<file path="config.mk">
export PLATFORM = sky130hd
export DESIGN_NAME = fault_ram
export DESIGN_NICKNAME = d
export VERILOG_FILES = /design/src/rtl/fault_ram_pkg.sv /design/src/rtl/fr_addr_map.sv /design/src/rtl/fr_fault_ctl.sv /design/src/rtl/fr_cell_array.sv /design/src/rtl/fault_ram.sv
export SDC_FILE = /design/constraint.sdc
export NUM_CORES = 1
export LEC_CHECK = 0
export BUFFER_PORTS_ARGS = -buffer_cell sky130_fd_sc_hd__buf_4
export CORE_ASPECT_RATIO = 0.5
export CORE_MARGIN = 1
export CORE_UTILIZATION = 30
export CTS_CLUSTER_SIZE = 8
export DETAILED_ROUTE_END_ITERATION = 12
export SYNTH_ARGS = -nofsm -noshare
export SYNTH_HDL_FRONTEND = slang
export SYNTH_SLANG_ARGS = --single-unit
</file>
<file path="constraint.sdc">
create_clock -name clk -period 6.17 [get_ports clk]
set_clock_uncertainty 0.2 [all_clocks]
set_input_delay 0.3085 -clock clk [delete_from_list [all_inputs] [get_ports clk]]
set_output_delay 0.3085 -clock clk [all_outputs]
set_load 0.02 [all_outputs]
</file>
<file path="src/rtl/fault_ram_pkg.sv">
package fault_ram_pkg;
  typedef enum logic [2:0] {
    FK_STUCK  = 3'd0,
    FK_TRANS  = 3'd1,
    FK_CINV   = 3'd2,
    FK_CIDEM  = 3'd3,
    FK_CDYN   = 3'd4,
    FK_DECODE = 3'd5
  } fault_kind_e;
endpackage

</file>
<file path="src/rtl/fr_addr_map.sv">
module fr_addr_map #(
  parameter int ADDR_W = 4
) (
  input  logic [ADDR_W-1:0] addr_i,
  input  logic              en_i,
  input  logic [2:0]        kind_i,
  input  logic [ADDR_W-1:0] src_i,
  input  logic [ADDR_W-1:0] dst_i,
  output logic [ADDR_W-1:0] phys_o
);
  import fault_ram_pkg::*;

  always_comb begin
    phys_o = addr_i;
    if (en_i && (fault_kind_e'(kind_i) == FK_DECODE) && (addr_i == src_i)) begin
      phys_o = dst_i;
    end
  end
endmodule

</file>
<file path="src/rtl/fr_fault_ctl.sv">
module fr_fault_ctl #(
  parameter int ADDR_W = 4,
  localparam int DEPTH = 1 << ADDR_W
) (
  input  logic [ADDR_W-1:0] phys_i,
  input  logic              wr_en_i,
  input  logic              rd_en_i,
  input  logic              wdata_i,
  input  logic [DEPTH-1:0]  cell_i,
  input  logic              en_i,
  input  logic [2:0]        kind_i,
  input  logic              pol_i,
  input  logic [ADDR_W-1:0] victim_i,
  input  logic [ADDR_W-1:0] aggr_i,
  output logic [DEPTH-1:0]  we_o,
  output logic [DEPTH-1:0]  val_o
);
  import fault_ram_pkg::*;

  fault_kind_e kind;
  logic        hit_aggr;
  logic        aggr_flip;
  logic        blocked;

  always_comb begin
    kind      = fault_kind_e'(kind_i);
    hit_aggr  = en_i && (phys_i == aggr_i);
    aggr_flip = hit_aggr && wr_en_i && (wdata_i != cell_i[aggr_i]);
    blocked   = en_i && (kind == FK_TRANS) && (phys_i == victim_i) &&
                (wdata_i == pol_i) && (cell_i[victim_i] != pol_i);

    we_o  = '0;
    val_o = cell_i;

    if (wr_en_i && !blocked) begin
      we_o[phys_i]  = 1'b1;
      val_o[phys_i] = wdata_i;
    end

    if (kind == FK_CINV && aggr_flip) begin
      we_o[victim_i]  = 1'b1;
      val_o[victim_i] = ~cell_i[victim_i];
    end else if (kind == FK_CIDEM && aggr_flip) begin
      we_o[victim_i]  = 1'b1;
      val_o[victim_i] = pol_i;
    end else if (kind == FK_CDYN && hit_aggr && (wr_en_i || rd_en_i)) begin
      we_o[victim_i]  = 1'b1;
      val_o[victim_i] = pol_i;
    end
  end
endmodule

</file>
<file path="src/rtl/fr_cell_array.sv">
module fr_cell_array #(
  parameter int DEPTH = 16
) (
  input  logic             clk,
  input  logic             rst_n,
  input  logic [DEPTH-1:0] we_i,
  input  logic [DEPTH-1:0] val_i,
  output logic [DEPTH-1:0] cell_o
);
  for (genvar i = 0; i < DEPTH; i++) begin : g_cell
    always_ff @(posedge clk or negedge rst_n) begin
      if (!rst_n) begin
        cell_o[i] <= 1'b0;
      end else if (we_i[i]) begin
        cell_o[i] <= val_i[i];
      end
    end
  end
endmodule

</file>
<file path="src/rtl/fault_ram.sv">
module fault_ram #(
  parameter int ADDR_W = 4
) (
  input  logic              clk,
  input  logic              rst_n,
  input  logic [ADDR_W-1:0] addr,
  input  logic              wr_en,
  input  logic              rd_en,
  input  logic              wdata,
  output logic              rdata,
  input  logic              flt_en,
  input  logic [2:0]        flt_kind,
  input  logic              flt_pol,
  input  logic [ADDR_W-1:0] flt_victim,
  input  logic [ADDR_W-1:0] flt_aggr
);
  import fault_ram_pkg::*;

  localparam int DEPTH = 1 << ADDR_W;

  logic [ADDR_W-1:0] phys;
  logic [DEPTH-1:0]  cell_q;
  logic [DEPTH-1:0]  cell_we;
  logic [DEPTH-1:0]  cell_val;
  logic              rd_bit;
  logic              rdata_d;
  logic              rdata_q;

  fr_addr_map #(.ADDR_W(ADDR_W)) map_i (
    .addr_i (addr),
    .en_i   (flt_en),
    .kind_i (flt_kind),
    .src_i  (flt_aggr),
    .dst_i  (flt_victim),
    .phys_o (phys)
  );

  fr_fault_ctl #(.ADDR_W(ADDR_W)) ctl_i (
    .phys_i   (phys),
    .wr_en_i  (wr_en),
    .rd_en_i  (rd_en),
    .wdata_i  (wdata),
    .cell_i   (cell_q),
    .en_i     (flt_en),
    .kind_i   (flt_kind),
    .pol_i    (flt_pol),
    .victim_i (flt_victim),
    .aggr_i   (flt_aggr),
    .we_o     (cell_we),
    .val_o    (cell_val)
  );

  fr_cell_array #(.DEPTH(DEPTH)) arr_i (
    .clk    (clk),
    .rst_n  (rst_n),
    .we_i   (cell_we),
    .val_i  (cell_val),
    .cell_o (cell_q)
  );

  always_comb begin
    rd_bit = cell_q[phys];
    if (flt_en && (fault_kind_e'(flt_kind) == FK_STUCK) && (phys == flt_victim)) begin
      rd_bit = flt_pol;
    end
    rdata_d = rd_en ? rd_bit : rdata_q;
  end

  always_ff @(posedge clk or negedge rst_n) begin
    if (!rst_n) begin
      rdata_q <= 1'b0;
    end else begin
      rdata_q <= rdata_d;
    end
  end

  assign rdata = rdata_q;
endmodule

</file>
==> impl_metrics.toml <==
[synthesis]
synth-compound-area-share_pct = 22.1
syn_area_um2 = 2110
synth_xor_area_share_pct = 4.50
synth_cells = 232
synth.avg_cell_area_um2 = 9.11
synth-simple-area-share_pct = 25.4
yosysSeqAreaShare_pct = 20.1
synth_top_family_by_area = "simple AND/OR/NAND/NOR gates"
synth.net_count = 254
muxShareOfSynthArea_pct = 23.0
yosys_warnings = 0
yosysTopAreaCell = "dfrtp_1"
synthAdderAreaFrac_pct = 0
yosysMostFrequentCell = "nand2_1"
synth_ff_type = "dfrtp_1"
async_reset_ff_share_pct = 100
synth_edf_count = 0
ys_top_cells_by_count = "27 x nand2_1, 17 x dfrtp_1, 16 x mux2i_1"
synth_cell_types = 51
synth.top_cell.area_share_pct = 20.1
synth_seq_cells = 17
synth_area_leaders = "dfrtp_1 20%, mux4_2 13%, mux2i_1 7.6%, nand2_1 4.8%, xnor2_1 3.7%"

[sta]
setup_viol = 0
worstMarginPinSlew_ns = 1.18
max_freq_mhz = 308
hold_viol_final = 0
min_period_over_period_pct = 52.6
fin_ws_ns = 2.93
slew_viol_final = 0
rsz0062_at_grt = "no"
setup-tns-final_ns = 0
relSlewSlack_pct = 20.5
whs_ns = 0.187
fin_crit_ns = 3.24

[power]
totalPowerFinal_uw = 496
ir_worst_vdd_mv = 0.113
p_per_area_nw_per_um2 = 205
leakage_nw = 0.941

[die]
die_w_um = 121
dieArea_um2 = 7410
die_h_um = 61.4
io_pins = 23
coreArea_um2 = 6750
row_count = 21
start_util_pct = 31.3

[critical_path]
critPathBufInv = 0
crit_arrival_ns = 3.14
crit_path_max_incr_delay_ns = 0.68
critical_path_required_ns = 6.07
worstPathCellList = "mux4_2, mux4_2, xnor2_2, nand3_1, nor4_2, mux2i_1, mux2i_1"
critPathSlowestCell = "mux2i_1"
worst_setup_path_start_kind = "flop"
critical_path_class = "reg -> reg"
path_max_fanout = 8
path_delay_family = "multiplexers"
end_kind = "flop"

[global_route]
grt_pass1_wl_mm = 10.5
grt_pass1_vias = 1905
grt.total_usage_pct = 18.5
antenna_found_initial = 0
grt_max_degree = 31
overflow = 0

[status]
status = "finished, final reports clean"

[flow_run]
maxCapViolCount = 0

[route]
wl_per_cell_um = 19.3
drc = 0
via_per_inst = 6.09
drt_pass1_iterations = 4
dr_total_vias = 2040
ant_nets = 0
routed_wl_mm = 6.47
drt_iter0_drc = 157

[placed_design]
dpl.hpwl_mm = 5.00
port-buffer-count = 22
gp_congestion = 0.958
place_ws_ns = 2.82

[clock_network]
cts_tree = "yes"
numCtsBuffers = 3
cts_root_buf = "clkbuf_16"
clk_pin_slew_ns = 0.06
clk-insertion-delay-late_ns = 0.25
cts_sinks = 17
cts_resized = 0
cts_buffer_depth = 2
htreeDepth = 1

[finish]
fin_nets = 266
area.growth.synth_to_final_pct = 14.1
num_antenna_cells = 0
drive_gt1_share_pct = 23.9

[min_path]
min_path_type = "in -> reg"
-- sequential cells by signal, indices dropped and copies added (netlist names) --
| register | flops |
|---|---|
| arr_i.cell_o | 16 |
| rdata | 1 |
-- layer usage --
layer / vias up / GRT usage, % / routed length [um]
li1: 948 / - / -
met1: 1001 / 25.0 / 2990
met2: 82 / 31.2 / 2880
met3: 9 / 3.24 / 486
met4: 0 / 5.29 / 116
met5: - / 0 / 0
-- power by group --
part           internal [mW]  switching [mW]
Clock                 0.0869          0.0468
Combinational         0.0996          0.0884
Sequential             0.138          0.0368
Total                  0.324           0.172
-- per-stage QoR --
step                      area (um2)  utilization, %  cells
after CTS                       2410            35.7    335
after global placement          2320            34.4    330
after floorplan                 2110               -    232
final                           2410            35.7    335
after global routing            2410            35.7    335
after detailed placement        2320            34.4    330
-- path summary, 6_finish.rpt --
kind                                              start                          end  slack (ns)  depth (start not counted)
max                        arr_i.cell_o[14]$_DFFE_PN0P_  arr_i.cell_o[3]$_DFFE_PN0P_        2.93                          7
min                                               rd_en            rdata$_DFFE_PN0P_        0.19                          3
max reg2reg                arr_i.cell_o[14]$_DFFE_PN0P_  arr_i.cell_o[3]$_DFFE_PN0P_        2.93                          7
min reg2reg                           rdata$_DFFE_PN0P_            rdata$_DFFE_PN0P_        0.39                          2
max in group asynchronous                         rst_n  arr_i.cell_o[2]$_DFFE_PN0P_        5.31                          2
min in group asynchronous                         rst_n  arr_i.cell_o[9]$_DFFE_PN0P_        0.26                          2
-- worst register-to-register path: cells and delay by family (launching register included) --
kind / cells / cell delay, ns
xor+xnor: 1 / 0.17
flops: 1 / 0.43
mux: 4 / 1.85
simple gates: 2 / 0.44
-- placed cells by master, fill, tap and decap left out, types with 2 or more instances in the layout --
master,n
nor2_1,5
and3_1,5
a211oi_1,6
o2111ai_1,2
o21ai_1,2
o211ai_2,2
o31ai_1,2
buf_4,22
dfrtp_1,17
nand4_1,11
nor2b_1,2
nand2b_1,7
xnor2_1,9
clkbuf_16,3
a31o_2,4
mux2i_1,16
and2_1,4
nor4b_1,2
mux4_2,12
nor3_2,6
a21o_1,2
a31o_1,2
a21oi_1,12
a22oi_1,3
nand3_1,7
and4_1,6
a41oi_1,6
mux2_1,4
a41o_1,4
o21ai_0,2
nand2_1,27
inv_1,8
-- kinds of logic (layout without fill, tap and decap cells) --
family | count (synthesis) | in the layout
buffers and inverters | 24 | 35
DFF | 17 | 17
AOI/OAI and AO/OA | 60 | 60
xor gates and xnor gates | 10 | 10
and+or+nand+nor | 88 | 88
muxes | 33 | 33
-- repair_timing --
item                                    CTS  global route
setup buffers                             0             0
hold buffers                              1             0
endpoints found under the setup margin    0             0
endpoints found under the hold margin    17             0
-- cell type report --
class | instances | area, um2
timing repair buffer | 23 | 175
clock buffer | 3 | 75.1
sequential | 17 | 425
multi-input combinational | 191 | 1590
inverter | 8 | 30.0
tap | 92 | 115
fill | 677 | 4340
clock inverter | 1 | 5.00
No activity file was read; power rests on OpenSTA's default activity.
